`src/rtl/dbg_txn_pkg.sv`:
```
package dbg_txn_pkg;
  localparam int BYTE_W = 8;

  typedef enum logic [1:0] {PH_CMD, PH_COUNT, PH_ADDR, PH_DATA} phase_e;

  // True when the code opens a transfer that carries count, address and data.
  function automatic logic is_xfer_code(input logic [BYTE_W-1:0] code,
                                        input logic [BYTE_W-1:0] rd_code,
                                        input logic [BYTE_W-1:0] wr_code);
    return (code == rd_code) || (code == wr_code);
  endfunction

  function automatic logic is_known_code(input logic [BYTE_W-1:0] code,
                                         input logic [BYTE_W-1:0] srst_code,
                                         input logic [BYTE_W-1:0] rd_code,
                                         input logic [BYTE_W-1:0] wr_code);
    return (code == srst_code) || is_xfer_code(code, rd_code, wr_code);
  endfunction

  // Remaining count after one data byte: saturates at zero.
  function automatic logic [BYTE_W-1:0] count_after(input logic [BYTE_W-1:0] rem);
    return (rem == '0) ? '0 : rem - 1'b1;
  endfunction

  // The data byte that closes the transfer: count 1, or the single byte of count 0.
  function automatic logic is_final_data(input logic [BYTE_W-1:0] rem);
    return rem <= BYTE_W'(1);
  endfunction
endpackage

```
`src/rtl/dbg_txn_fsm.sv`:
```
module dbg_txn_fsm
  import dbg_txn_pkg::*;
#(
  parameter int ADDR_BYTES = 3,
  parameter logic [BYTE_W-1:0] CODE_SRST = 8'h00,
  parameter logic [BYTE_W-1:0] CODE_RD   = 8'h01,
  parameter logic [BYTE_W-1:0] CODE_WR   = 8'h02
) (
  input  logic              clk,
  input  logic              rst_n,
  input  logic              frm_valid_i,
  input  logic              frm_ack_i,
  input  logic              sync_rst_i,
  input  logic [BYTE_W-1:0] frm_byte_i,
  output phase_e            phase_o,
  output logic              ev_cmd_o,
  output logic              ev_addr_byte_o,
  output logic              ev_addr_last_o,
  output logic              ev_data_o,
  output logic              ev_data_last_o
);
  localparam int IDX_W = (ADDR_BYTES > 1) ? $clog2(ADDR_BYTES) : 1;
  localparam logic [IDX_W-1:0] LAST_IDX = IDX_W'(ADDR_BYTES - 1);

  phase_e            phase_q;
  logic [IDX_W-1:0]  idx_q;
  logic [BYTE_W-1:0] remain_q;

  logic take;
  logic ev_count;

  assign take           = frm_valid_i & frm_ack_i & ~sync_rst_i;
  assign ev_cmd_o       = take & (phase_q == PH_CMD);
  assign ev_count       = take & (phase_q == PH_COUNT);
  assign ev_addr_byte_o = take & (phase_q == PH_ADDR);
  assign ev_addr_last_o = ev_addr_byte_o & (idx_q == LAST_IDX);
  assign ev_data_o      = take & (phase_q == PH_DATA);
  assign ev_data_last_o = ev_data_o & is_final_data(remain_q);
  assign phase_o        = phase_q;

  always_ff @(posedge clk or negedge rst_n) begin
    if (!rst_n) begin
      phase_q  <= PH_CMD;
      idx_q    <= '0;
      remain_q <= '0;
    end else if (sync_rst_i) begin
      phase_q  <= PH_CMD;
      idx_q    <= '0;
      remain_q <= '0;
    end else begin
      if (ev_cmd_o && is_xfer_code(frm_byte_i, CODE_RD, CODE_WR)) begin
        phase_q <= PH_COUNT;
      end
      if (ev_count) begin
        remain_q <= frm_byte_i;
        idx_q    <= '0;
        phase_q  <= PH_ADDR;
      end
      if (ev_addr_byte_o) begin
        idx_q <= idx_q + 1'b1;
        if (ev_addr_last_o) begin
          phase_q <= PH_DATA;
        end
      end
      if (ev_data_o) begin
        remain_q <= count_after(remain_q);
        if (ev_data_last_o) begin
          phase_q <= PH_CMD;
        end
      end
    end
  end


  xfer_cmd_enters_count_chk: assert property (@(posedge clk) disable iff (!rst_n)
    (ev_cmd_o && is_xfer_code(frm_byte_i, CODE_RD, CODE_WR)) |=> (phase_q == PH_COUNT));


  addr_last_to_data_chk: assert property (@(posedge clk) disable iff (!rst_n)
    ev_addr_last_o |=> (phase_q == PH_DATA));


  data_last_returns_chk: assert property (@(posedge clk) disable iff (!rst_n)
    ev_data_last_o |=> (phase_q == PH_CMD));


  sync_clears_phase_chk: assert property (@(posedge clk) disable iff (!rst_n)
    sync_rst_i |=> (phase_q == PH_CMD));
endmodule

```
`src/rtl/dbg_txn_addr.sv`:
```
module dbg_txn_addr
  import dbg_txn_pkg::*;
#(
  parameter int ADDR_BYTES = 3,
  localparam int ADDR_W = ADDR_BYTES * BYTE_W
) (
  input  logic              clk,
  input  logic              rst_n,
  input  logic [BYTE_W-1:0] frm_byte_i,
  input  logic              ev_addr_byte_i,
  input  logic              ev_addr_last_i,
  output logic [ADDR_W-1:0] addr_o,
  output logic              addr_valid_o
);
  logic [ADDR_W-1:0]        acc_q;
  logic [ADDR_W+BYTE_W-1:0] widened;
  logic [ADDR_W-1:0]        shifted;

  // Oldest byte ends up most significant.
  assign widened = {acc_q, frm_byte_i};
  assign shifted = widened[ADDR_W-1:0];

  always_ff @(posedge clk or negedge rst_n) begin
    if (!rst_n) begin
      acc_q        <= '0;
      addr_o       <= '0;
      addr_valid_o <= 1'b0;
    end else begin
      addr_valid_o <= ev_addr_last_i;
      if (ev_addr_byte_i) begin
        acc_q <= shifted;
      end
      if (ev_addr_last_i) begin
        addr_o <= shifted;
      end
    end
  end


  addr_single_pulse_chk: assert property (@(posedge clk) disable iff (!rst_n)
    addr_valid_o |=> !addr_valid_o);
endmodule

```
`src/rtl/dbg_txn_parser.sv`:
```
module dbg_txn_parser
  import dbg_txn_pkg::*;
#(
  parameter int ADDR_BYTES = 3,
  parameter logic [BYTE_W-1:0] CODE_SRST = 8'h00,
  parameter logic [BYTE_W-1:0] CODE_RD   = 8'h01,
  parameter logic [BYTE_W-1:0] CODE_WR   = 8'h02,
  localparam int ADDR_W = ADDR_BYTES * BYTE_W
) (
  input  logic              clk,
  input  logic              rst_n,
  input  logic              frm_valid_i,
  input  logic [BYTE_W-1:0] frm_byte_i,
  input  logic              frm_dir_i,
  input  logic              frm_ack_i,
  input  logic              sync_rst_i,
  output logic              expect_data_o,
  output logic              cmd_valid_o,
  output logic [BYTE_W-1:0] cmd_code_o,
  output logic              cmd_unknown_o,
  output logic              addr_valid_o,
  output logic [ADDR_W-1:0] addr_o,
  output logic              dat_valid_o,
  output logic [BYTE_W-1:0] dat_byte_o,
  output logic              dat_dir_o
);
  phase_e phase;
  logic   ev_cmd, ev_addr_byte, ev_addr_last, ev_data, ev_data_last;

  dbg_txn_fsm #(
    .ADDR_BYTES(ADDR_BYTES), .CODE_SRST(CODE_SRST),
    .CODE_RD(CODE_RD), .CODE_WR(CODE_WR)
  ) fsm_i (
    .clk(clk), .rst_n(rst_n), .frm_valid_i(frm_valid_i), .frm_ack_i(frm_ack_i),
    .sync_rst_i(sync_rst_i), .frm_byte_i(frm_byte_i), .phase_o(phase),
    .ev_cmd_o(ev_cmd), .ev_addr_byte_o(ev_addr_byte), .ev_addr_last_o(ev_addr_last),
    .ev_data_o(ev_data), .ev_data_last_o(ev_data_last)
  );

  dbg_txn_addr #(.ADDR_BYTES(ADDR_BYTES)) addr_i (
    .clk(clk), .rst_n(rst_n), .frm_byte_i(frm_byte_i),
    .ev_addr_byte_i(ev_addr_byte), .ev_addr_last_i(ev_addr_last),
    .addr_o(addr_o), .addr_valid_o(addr_valid_o)
  );

  assign expect_data_o = (phase != PH_CMD);

  always_ff @(posedge clk or negedge rst_n) begin
    if (!rst_n) begin
      cmd_valid_o   <= 1'b0;
      cmd_code_o    <= '0;
      cmd_unknown_o <= 1'b0;
      dat_valid_o   <= 1'b0;
      dat_byte_o    <= '0;
      dat_dir_o     <= 1'b0;
    end else begin
      cmd_valid_o   <= ev_cmd;
      cmd_unknown_o <= ev_cmd & ~is_known_code(frm_byte_i, CODE_SRST, CODE_RD, CODE_WR);
      dat_valid_o   <= ev_data;
      if (ev_cmd) begin
        cmd_code_o <= frm_byte_i;
      end
      if (ev_data) begin
        dat_byte_o <= frm_byte_i;
        dat_dir_o  <= frm_dir_i;
      end
    end
  end


  nack_no_effect_chk: assert property (@(posedge clk) disable iff (!rst_n)
    (frm_valid_i && !frm_ack_i && !sync_rst_i)
      |=> (!cmd_valid_o && !addr_valid_o && !dat_valid_o && $stable(expect_data_o)));


  nonxfer_cmd_stays_chk: assert property (@(posedge clk) disable iff (!rst_n)
    (cmd_valid_o && !is_xfer_code(cmd_code_o, CODE_RD, CODE_WR)) |-> !expect_data_o);


  strobes_exclusive_chk: assert property (@(posedge clk) disable iff (!rst_n)
    $onehot0({cmd_valid_o, addr_valid_o, dat_valid_o}));


  sync_no_report_chk: assert property (@(posedge clk) disable iff (!rst_n)
    sync_rst_i |=> (!cmd_valid_o && !addr_valid_o && !dat_valid_o && !expect_data_o));


  data_only_when_expected_chk: assert property (@(posedge clk) disable iff (!rst_n)
    dat_valid_o |-> $past(expect_data_o));
endmodule

```
`config.mk`:
```
export PLATFORM = sky130hd
export DESIGN_NAME = dbg_txn_parser
export DESIGN_NICKNAME = d
export VERILOG_FILES = /design/src/rtl/dbg_txn_pkg.sv /design/src/rtl/dbg_txn_fsm.sv /design/src/rtl/dbg_txn_addr.sv /design/src/rtl/dbg_txn_parser.sv
export SDC_FILE = /design/constraint.sdc
export NUM_CORES = 1
export LEC_CHECK = 0
export BUFFER_PORTS_ARGS = -buffer_cell sky130_fd_sc_hd__buf_2
export CORE_MARGIN = 10
export CORE_UTILIZATION = 30
export CTS_CLUSTER_DIAMETER = 50
export DETAILED_ROUTE_END_ITERATION = 12
export PLACE_DENSITY = 0.53
export SYNTH_ARGS = -nofsm -noshare
export SYNTH_HDL_FRONTEND = slang
export SYNTH_SLANG_ARGS = --single-unit
```
`constraint.sdc`:
```
create_clock -name clk -period 5.3 [get_ports clk]
set_input_delay 1.06 -clock clk [delete_from_list [all_inputs] [get_ports clk]]
set_output_delay 1.06 -clock clk [all_outputs]
set_load 0.01 [all_outputs]
```
==> results by group <==
Run status
  • Status: completed

Clock tree
  • Hold-fix buffers, CTS: 0
  • Root buf cell: clkbuf_8
  • Num CTS Buffers: 9
  • Clock transition at path regs: 0.07 ns
  • Post-cts gate resize count: 0
  • H-tree depth: 3
  • Max clock buf depth: 2
  • Post-CTS Setup Repair Bufs: 0
  • Worst skew pair latency: ~0.35 ns
  • Clk sinks: 73
  • TritonCTS clock tree: done

Power and ir drop
  • Gate power share: 0.062
  • Internal: about 0.91 mW
  • Switching portion of total power: 0.216
  • Clock power share: 0.431
  • Flop pwr share: 0.506
  • Leakage power: just over 2 nW
  • Pwr Density: ~300 mW/mm^2
  • Psw: 0.249 mW
  • Power Total: 1.16 mW
  • VDD IR max: roughly 0.00013 V

STA
  • Max Slew Vio Count: 0
  • Fin crit period: 2.79 ns
  • Setup Viol. Count Final: 0
  • Measured slew at the worst slew-check pin: approximately 0.9 ns
  • Slew HR: 0.401
  • Hold Fails Final Rpt: 0
  • RSZ-0062 raised after global routing: no
  • Setup TNS: 0 ns
  • Clock Skews: 0.00714 ns
  • Max Freq: about 360 MHz
  • Crit share post-route: 0.527

Worst setup path
  • Slowest stage delay, CP: 0.68 ns
  • CP max FO: 25
  • FF-to-FF Start: fsm_i.phase_o[1]$_DFF_PN0_
  • Register-to-Register Path Depth: 4
  • Worst-path cell chain: buf_2 > nand3b_4 > nor3_4 > nand2_4 > mux2_4
  • Crit path DAT: between 3 and 4 ns
  • Worst flop-to-flop path endpoint: addr_i.addr_o[14]$_DFFE_PN0P_
  • Crit path required time: between 5 and 6 ns
  • Crit path max-delay family: simple AND/OR/NAND/NOR gates
  • Crit path buf inv count: 1
  • Critical path class: in2reg
  • CP startpoint kind: input port
  • Critical Path Sink Type: flop
  • R2r setup slk: between 2 and 3 ns
  • Slowest CP cell: nor3_4

Cells and area
  • Layout cells sized above 1: 0.407
  • Final net count: about 330
  • Final instance area: roughly 0.0038 mm^2
  • Ant diodes: 0
  • Area grow syn2layout: 19.4%

Synth
  • Avg Inst Size Synth: between 10 and 15 um^2
  • Syn_nets: between 200 and 300
  • Synth cell types: between 40 and 50
  • Yosys top cell area share: 0.571
  • #FFs+latches synth: 73
  • Asr flop ratio synth: 1.00
  • Cells after synthesis: 250
  • Top FF cell, synth: dfrtp_1
  • Post-synthesis sequential area ratio: 0.571
  • Ranking of synthesized cells by area: dfrtp_1, mux2_2, mux2_4
  • Ys Warns: 0
  • Mapped cell area: between 0.003 and 0.004 mm^2
  • Post-synth EDFFs: 0
  • Area leader, netlist: dfrtp_1

Global route
  • Initial antenna violation count: 0
  • Vias in the first global route: 2,278
  • First-pass GRT wire length: 12,400 um
  • Largest net degree at the start of global routing: 74
  • Gr ovfl total: 0
  • Overall Global Routing Usage: 0.105

Die
  • I/O pin count: 60
  • FP Rows: 37
  • Die area: about 0.015 mm^2
  • Die extent in y: ~120 um
  • Initial cell density of the core: 0.309
  • Core area: ~0.010 mm^2
  • Chip Width: 123 um

Route
  • Detail Route Antenna Nets: 0
  • Detail-routed net length per standard cell: ~17 um
  • Remaining DRCs: 0
  • Initial DRC count: 116
  • Via count: ~2,100
  • WL final: 7460 um
  • Drt pass-1 iters: 4
  • Via density: between 4 and 5

Min path
  • Min-delay worst type: reg2reg
  • Hold path cells: 2
  • Hold_sp: dat_byte_o[4]$_DFFE_PN0P_
  • Hold Crit Endpoint: dat_byte_o[4]$_DFFE_PN0P_

Place
  • Post-detail-place hpwl: roughly 5200 um
  • Placed Area: approximately 0.0036 mm^2
  • Port Buffers: 59
  • RD Place Congestion: between 0.8 and 0.9

Job
  • Max-cap viol count: 0
-- power groups by stage --
stage          combinational, mW  clock (mW)  sequential [mW]
3_5_place_dp              0.0745           0            0.596
4_1_cts                   0.0748       0.511            0.585
2_1_floorplan             0.0238           0            0.601
3_3_place_gp              0.0736           0            0.596
6_report                  0.0720       0.498            0.585
5_1_grt                   0.0814       0.539            0.587
-- cell usage after synthesis, types with 2 or more instances --
master,count
nor3_1,2
a211oi_1,2
nand3b_1,2
clkbuf_1,4
ha_1,3
buf_2,4
a21oi_1,10
buf_6,3
inv_1,9
and3_1,2
o22ai_1,3
nand2_1,32
nor2_1,8
and2_1,2
mux2_4,19
nor3b_1,3
o21ai_0,6
nand2b_1,3
o31ai_1,2
a311o_1,2
dfrtp_1,73
mux2_2,29
nand3_1,4
nor4_1,2
-- cells by family (layout without fill, tap and decap cells) --
family          after synthesis  in the layout  share of synthesized area
mux                          49             49                      0.194
fa+ha+maj                     3              3                     0.0117
simple gates                 68             68                      0.115
xor+xnor                      2              2                    0.00547
buf+inv                      22             84                     0.0356
flops                        73             73                      0.571
compound gates               33             33                     0.0669
-- placed cells by master, fill, tap and decap left out, types with 2 or more instances in the layout --
cell type  instances
mux2_2            29
a21oi_1           10
and2_1             2
nand3_1            4
nor3_1             2
nor3b_1            3
a211oi_1           2
ha_1               3
nand3b_1           2
nor4_1             2
bufinv_16          2
dfrtp_1           73
o31ai_1            2
o21ai_0            6
nand2_1           32
and3_1             2
mux2_4            19
o22ai_1            3
nor2_1             8
buf_2             58
a311o_1            2
clkbuf_8          12
inv_1              9
nand2b_1           3
-- final cells by class --
cell class	count	area, um^2
Fill cell	1062	6550
Sequential cell	73	1830
Multi-Input combinational cell	155	1260
Timing Repair Buffer	59	298
Tap cell	136	170
Clock buffer	13	169
Clock inverter	2	60.1
Inverter	10	37.5
-- worst max path at each step --
stage,from,endpoint,slack [ns],cells past startpoint
finish,sync_rst_i,addr_i.addr_o[14]$_DFFE_PN0P_,2.51,5
global route,sync_rst_i,addr_i.addr_o[14]$_DFFE_PN0P_,2.34,5
CTS,sync_rst_i,addr_i.addr_o[21]$_DFFE_PN0P_,2.49,5
detailed placement,sync_rst_i,addr_i.addr_o[21]$_DFFE_PN0P_,2.12,5
global placement,sync_rst_i,addr_i.addr_o[17]$_DFFE_PN0P_,2.15,5
floorplan,sync_rst_i,addr_i.acc_q[6]$_DFFE_PN0N_,3.04,4
-- flip-flops by register name, indices dropped and copies added, names as in the netlist --
name	cells
addr_i.addr_valid_o	1
addr_i.acc_q	16
addr_i.addr_o	24
dat_byte_o	8
cmd_unknown_o	1
dat_valid_o	1
fsm_i.phase_o	2
fsm_i.idx_q	2
cmd_valid_o	1
fsm_i.remain_q	8
dat_dir_o	1
cmd_code_o	8
-- metal layers --
layer  part of all wire  GRT usage  wire (um)
met1               0.45      0.134       3330
met4              0.010     0.0306         78
met2               0.47      0.161       3510
met5                  0          0          0
met3              0.072     0.0401        535
-- through the flow --
stage / utilization / hold WS, ns / cells / setup WS [ns]
4_1_cts: 0.368 / 0.491 / 448 / 2.49
6_report: 0.368 / 0.482 / 448 / 2.51
5_1_grt: 0.368 / 0.513 / 448 / 2.34
2_1_floorplan: - / 0.477 / 250 / 3.04
3_3_place_gp: 0.346 / 0.459 / 433 / 2.15
3_5_place_dp: 0.346 / 0.464 / 433 / 2.12
-- tightest hold or removal path, stage by stage, from the launching register on --
cell     delay (ns)
dfrtp_1        0.35
nand2_1        0.05
nand2_1        0.05
(Power assumes the default switching activity.)
